==> src/rtl/irq_nest_pkg.sv <==
package irq_nest_pkg;

   typedef enum logic {
      NEST_PLAIN   = 1'b0,
      NEST_SPECIAL = 1'b1
   } nest_mode_e;

   function automatic int id_width(input int n);
      return (n <= 2) ? 1 : $clog2(n);
   endfunction

endpackage

==> src/rtl/irq_edge_latch.sv <==
module irq_edge_latch #(
   parameter int N_SRC = 8
) (
   input  logic             clk,
   input  logic             rst_n,
   input  logic [N_SRC-1:0] irq_in,
   input  logic [N_SRC-1:0] clr_vec,
   output logic [N_SRC-1:0] pend_q
);

   logic [N_SRC-1:0] prev_q;
   logic [N_SRC-1:0] rise;

   assign rise = irq_in & ~prev_q;

   always_ff @(posedge clk or negedge rst_n) begin
      if (!rst_n) begin
         prev_q <= '0;
         pend_q <= '0;
      end else begin
         prev_q <= irq_in;
         pend_q <= (pend_q & ~clr_vec) | rise;
      end
   end

   AST_CLR_TAKES : assert property (@(posedge clk) disable iff (!rst_n)
      (|(clr_vec & pend_q & ~rise)) |=> ((pend_q & $past(clr_vec & ~rise)) == '0));

endmodule

==> src/rtl/irq_first_pick.sv <==
module irq_first_pick #(
   parameter int N_SRC = 8,
   parameter int ID_W  = 3
) (
   input  logic [N_SRC-1:0] vec,
   output logic             any,
   output logic [ID_W-1:0]  idx,
   output logic [N_SRC-1:0] onehot
);

   always_comb begin
      idx    = '0;
      onehot = '0;
      for (int i = N_SRC - 1; i >= 0; i--) begin
         if (vec[i]) begin
            idx    = ID_W'(i);
            onehot = '0;
            onehot[i] = 1'b1;
         end
      end
   end

   assign any = |vec;

   always_comb begin
      AST_PICK_ONEHOT : assert ($onehot0(onehot) && (any == (|onehot)));
   end

endmodule

==> src/rtl/irq_block_gen.sv <==
module irq_block_gen #(
   parameter int N_SRC  = 8,
   parameter bit SFN_EN = 1'b1
) (
   input  logic [N_SRC-1:0] isr,
   input  logic             sfn_mode,
   output logic [N_SRC-1:0] blocked
);

   logic [N_SRC:0] above;

   assign above[0] = 1'b0;

   for (genvar g = 0; g < N_SRC; g++) begin : g_prefix
      assign above[g+1] = above[g] | isr[g];
   end

   if (SFN_EN) begin : g_sfn
      for (genvar g = 0; g < N_SRC; g++) begin : g_bit
         assign blocked[g] = above[g] | (isr[g] & ~sfn_mode);
      end
   end else begin : g_plain
      logic unused_sfn;
      assign unused_sfn = sfn_mode;
      assign blocked = above[N_SRC:1];
   end

endmodule

==> src/rtl/irq_nest_ctrl.sv <==
module irq_nest_ctrl
   import irq_nest_pkg::*;
#(
   parameter int N_SRC  = 8,
   parameter bit SFN_EN = 1'b1,
   localparam int ID_W  = irq_nest_pkg::id_width(N_SRC)
) (
   input  logic             clk,
   input  logic             rst_n,
   input  logic [N_SRC-1:0] irq_in,
   input  logic             mask_we,
   input  logic [N_SRC-1:0] mask_wdata,
   input  logic             sfn_mode,
   input  logic             ack,
   input  logic             eoi,
   output logic             int_out,
   output logic [ID_W-1:0]  win_id,
   output logic [N_SRC-1:0] isr_out
);

   initial begin : elab_checks
      AST_PARAM_RANGE : assert (N_SRC >= 2 && N_SRC <= 64);
   end

   nest_mode_e mode;
   assign mode = nest_mode_e'(sfn_mode);

   logic [N_SRC-1:0] pend_q;
   logic [N_SRC-1:0] mask_q;
   logic [N_SRC-1:0] isr_q;
   logic [N_SRC-1:0] blocked;
   logic [N_SRC-1:0] eligible;
   logic [N_SRC-1:0] win_oh;
   logic [N_SRC-1:0] eoi_oh;
   logic [ID_W-1:0]  eoi_idx;
   logic             eoi_any;
   logic             take;
   logic [N_SRC-1:0] ack_set;
   logic [N_SRC-1:0] eoi_clr;

   assign take    = ack & int_out;
   assign ack_set = take ? win_oh : '0;
   assign eoi_clr = eoi  ? eoi_oh : '0;

   irq_edge_latch #(.N_SRC(N_SRC)) u_latch (
      .clk     (clk),
      .rst_n   (rst_n),
      .irq_in  (irq_in),
      .clr_vec (ack_set),
      .pend_q  (pend_q)
   );

   irq_block_gen #(.N_SRC(N_SRC), .SFN_EN(SFN_EN)) u_block (
      .isr      (isr_q),
      .sfn_mode (mode == NEST_SPECIAL),
      .blocked  (blocked)
   );

   assign eligible = pend_q & ~mask_q & ~blocked;

   irq_first_pick #(.N_SRC(N_SRC), .ID_W(ID_W)) u_win (
      .vec    (eligible),
      .any    (int_out),
      .idx    (win_id),
      .onehot (win_oh)
   );

   irq_first_pick #(.N_SRC(N_SRC), .ID_W(ID_W)) u_eoi (
      .vec    (isr_q),
      .any    (eoi_any),
      .idx    (eoi_idx),
      .onehot (eoi_oh)
   );

   always_ff @(posedge clk or negedge rst_n) begin
      if (!rst_n) begin
         mask_q <= '0;
         isr_q  <= '0;
      end else begin
         if (mask_we) mask_q <= mask_wdata;
         isr_q <= (isr_q & ~eoi_clr) | ack_set;
      end
   end

   assign isr_out = isr_q;

   AST_WIN_PENDING : assert property (@(posedge clk) disable iff (!rst_n)
      int_out |-> (pend_q[win_id] && !mask_q[win_id]));
   AST_PLAIN_BLOCK : assert property (@(posedge clk) disable iff (!rst_n)
      (int_out && !sfn_mode) |-> !isr_q[win_id]);
   AST_HIGHER_BLOCK : assert property (@(posedge clk) disable iff (!rst_n)
      int_out |-> ((isr_q & ((N_SRC'(1) << win_id) - N_SRC'(1))) == '0));
   AST_ACK_SETS : assert property (@(posedge clk) disable iff (!rst_n)
      (ack && int_out && !eoi) |=> isr_out[$past(win_id)]);
   AST_ACK_IDLE : assert property (@(posedge clk) disable iff (!rst_n)
      (ack && !int_out && !eoi) |=> $stable(isr_out));
   AST_EOI_ONE : assert property (@(posedge clk) disable iff (!rst_n)
      (eoi && !ack && eoi_any) |=> ($countones(isr_out) == $past($countones(isr_q)) - 1));
   AST_EOI_TOP : assert property (@(posedge clk) disable iff (!rst_n)
      (eoi && !ack && eoi_any) |=> !isr_out[$past(eoi_idx)]);
   AST_ISR_HOLD : assert property (@(posedge clk) disable iff (!rst_n)
      (!ack && !eoi) |=> $stable(isr_out));

endmodule

==> config.mk <==
export PLATFORM = sky130hd
export DESIGN_NAME = irq_nest_ctrl
export DESIGN_NICKNAME = d
export VERILOG_FILES = /design/src/rtl/irq_nest_pkg.sv /design/src/rtl/irq_edge_latch.sv /design/src/rtl/irq_first_pick.sv /design/src/rtl/irq_block_gen.sv /design/src/rtl/irq_nest_ctrl.sv
export SDC_FILE = /design/constraint.sdc
export NUM_CORES = 1
export LEC_CHECK = 0
export CAP_MARGIN = 20
export CORE_MARGIN = 2
export CORE_UTILIZATION = 43
export CTS_BUF_LIST = sky130_fd_sc_hd__clkbuf_4 sky130_fd_sc_hd__clkbuf_8
export DETAILED_ROUTE_END_ITERATION = 10
export GPL_TIMING_DRIVEN = 0
export PLACE_DENSITY = 0.7
export SLEW_MARGIN = 20
export SYNTH_ARGS = -nofsm -noshare
export SYNTH_HDL_FRONTEND = slang
export SYNTH_SLANG_ARGS = --single-unit
==> constraint.sdc <==
create_clock -name clk -period 3.65 [get_ports clk]
set_input_delay 0.365 -clock clk [delete_from_list [all_inputs] [get_ports clk]]
set_output_delay 0.365 -clock clk [all_outputs]
set_load 0.02 [all_outputs]
==> results.sh <==
export IMPL_status="finished clean"
export IMPL_numPortBuffers=32
export IMPL_synth_edff_count=0
export IMPL_fmax_mhz=325
export IMPL_clock_path_buffers=2
export IMPL_endpoint="win_id[2]"
export IMPL_maxSlewViolCount=0
export IMPL_syn_cell_area_um2=1530
export IMPL_async_reset_ff_frac=1.00
export IMPL_rows=21
export IMPL_synth_flop_cell="dfrtp_1"
export IMPL_clk_pin_slew_ns=0.10
export IMPL_initial_core_util=0.452
export IMPL_critPathKind="in -> out"
export IMPL_finalHoldViolCount=0
export IMPL_layout_setup_ws_ns=0.571
export IMPL_routed_wl_um=3360
export IMPL_vias=1243
export IMPL_startpoint="sfn_mode"
export IMPL_cts_tree="yes"
export IMPL_critPathMaxFanout=8
export IMPL_r2r_start="isr_out[4]"
export IMPL_cp_end_kind="primary output"
export IMPL_cts_resized=0
export IMPL_drtIter0Drc=59
export IMPL_critPathArrivalTime_ns=2.71
export IMPL_tns_ns=0
export IMPL_ant_nets=0
export IMPL_cts_htree_levels=2
export IMPL_p_sw_mw=0.473
export IMPL_syn_inst=142
export IMPL_final_cell_mix="32 x dfrtp_1, 31 x clkdlybuf4s50_1, 10 x nand2_1"
export IMPL_seqPwrFrac=0.392
export IMPL_synth_seq_cells=32
export IMPL_post_place_ws_ns=0.587
export IMPL_core_area_um2=3390
export IMPL_holdWs_ns=0.0562
export IMPL_drv_cap=0
export IMPL_hpwl_um=2570
export IMPL_cts_sinks=32
export IMPL_drive_gt1_frac=0.165
export IMPL_area_delta_synth_final_pct=28.3
export IMPL_synth_cell_type_count=39
export IMPL_hp_class="in -> async"
export IMPL_finalSetupViolations=0
export IMPL_yosys_warnings=0
export IMPL_period_share=0.843
export IMPL_crit_required_ns=3.28
export IMPL_gp_congestion=0.872
export IMPL_fin_skew_ns=0.0119
export IMPL_max_slew_margin_rel=0.544
export IMPL_insertion_delay_ns=0.34
export IMPL_leakage_nw=0.808
export IMPL_final_common_cell="dfrtp_1"
export IMPL_dr_pass1_iters=5
export IMPL_layout_min_cycle_time_ns=3.08
export IMPL_hold_buffers=0
export IMPL_rsz0062_at_grt="false"
export IMPL_p_int_mw=0.759
export IMPL_ios=34
export IMPL_startpoint_type="input port"
export IMPL_clkPwrFrac=0.171
export IMPL_r2r_end="u_latch.pend_q[7]"
export IMPL_total_power_mw=1.23
export IMPL_synth_area_per_cell_um2=10.8
export IMPL_ys_seq_area_frac=0.522
export IMPL_gr_total_overflow=0
export IMPL_ff2ff_path_depth=4
export IMPL_viasPerCell=5.45
export IMPL_diodes=0
export IMPL_max_slew_worst_pin_slew_ns=0.685
export IMPL_synth_nets=164
export IMPL_grt_max_degree=33
export IMPL_ir_drop_uv=260
export IMPL_cts_root_buf="clkbuf_4"
export IMPL_antenna_found_initial=0
export IMPL_pwr_share_comb=0.437
export IMPL_grt_pass1_vias=1278
export IMPL_fin_nets=203
export IMPL_rrSetupSlack_ns=1.83
export IMPL_die_width_um=63.7
export IMPL_detail_route_wl_per_cell_um=14.8
export IMPL_cts_buffers=5
export IMPL_grt_pass1_wl_um=5880
export IMPL_power_per_cell_area_nw_per_um2=627
export IMPL_die_y_um=63.7
export IMPL_track_usage=0.189
export IMPL_postCtsSetupRepairBufs=0
export IMPL_sw_frac_of_total=0.384
export IMPL_die_area_um2=4060
export IMPL_route_detailed_drc=0
export IMPL_fillers=289
## stage by stage
stage	cells	area, µm²	utilization
finish	228	1970	0.580
global route	228	1970	0.580
CTS	228	1970	0.580
detailed placement	220	1910	0.562
global placement	220	1910	0.564
floorplan	142	1530	-
## area by class of cell
cell class	count	area [µm²]	share of cell area
plain buffers	2	7.51	0.00382
clock buffers	6	51.3	0.0261
clock inverters	2	10.0	0.00509
inverters	7	26.3	0.0134
multi-input cells	101	698	0.355
flip-flops and latches	32	801	0.407
well taps	46	57.6	0.0293
repair buffers	32	315	0.160
## metal layers
metal,up-vias,global-route usage,wire [µm]
met5,-,0,0
met4,0,0.0652,68
met3,9,0.0571,186
met2,37,0.301,1570
met1,609,0.243,1540
li1,588,-,-
## worst min path at each step
stage | endpoint | slack (ns) | cells after the start
floorplan | isr_out[0] | 0.07 | 0
global placement | u_latch.pend_q[2] | 0.40 | 1
detailed placement | u_latch.pend_q[2] | 0.42 | 1
CTS | u_latch.pend_q[0] | 0.08 | 1
global route | u_latch.pend_q[0] | 0.11 | 1
finish | u_latch.pend_q[0] | 0.06 | 1
## cell usage after synthesis, types with 4 or more instances
| library cell | instances | area share |
|---|---|---|
| dfrtp_1 | 32 | 0.52 |
| nor2_1 | 9 | 0.022 |
| a21oi_1 | 4 | 0.013 |
| inv_1 | 7 | 0.017 |
| o21ai_0 | 7 | 0.023 |
| nand2b_1 | 7 | 0.029 |
| nand2_1 | 10 | 0.024 |
| nor2b_1 | 9 | 0.037 |
| mux2_2 | 8 | 0.059 |
| nand3_1 | 6 | 0.020 |
## critical path, stage by stage
cell	delay, ns
clkdlybuf4s50_1	0.55
nand2b_1	0.23
and3_1	0.17
clkbuf_1	0.17
nor3_2	0.36
nor3b_2	0.24
clkdlybuf4s50_1	0.62
## power by group through the flow
stage / sequential, mW / combinational [mW] / clock, mW
floorplan: 0.507 / 0.310 / 0
global placement: 0.484 / 0.527 / 0
detailed placement: 0.489 / 0.536 / 0
CTS: 0.482 / 0.539 / 0.216
global route: 0.493 / 0.591 / 0.235
finish: 0.483 / 0.539 / 0.210
## cell families (layout without fill, tap and decap cells)
family | count (synthesis) | after routing | share of synthesized area
simple gates | 65 | 65 | 0.265
buf+inv | 9 | 49 | 0.0220
mux | 8 | 8 | 0.0588
compound gates | 28 | 28 | 0.131
flops | 32 | 32 | 0.522
## registers in the layout (all words and copies together), names as in the netlist
register / cells
u_latch.pend_q: 8
u_latch.prev_q: 8
mask_q: 8
isr_out: 8
Note: power is estimated with default switching activity, not from simulation.
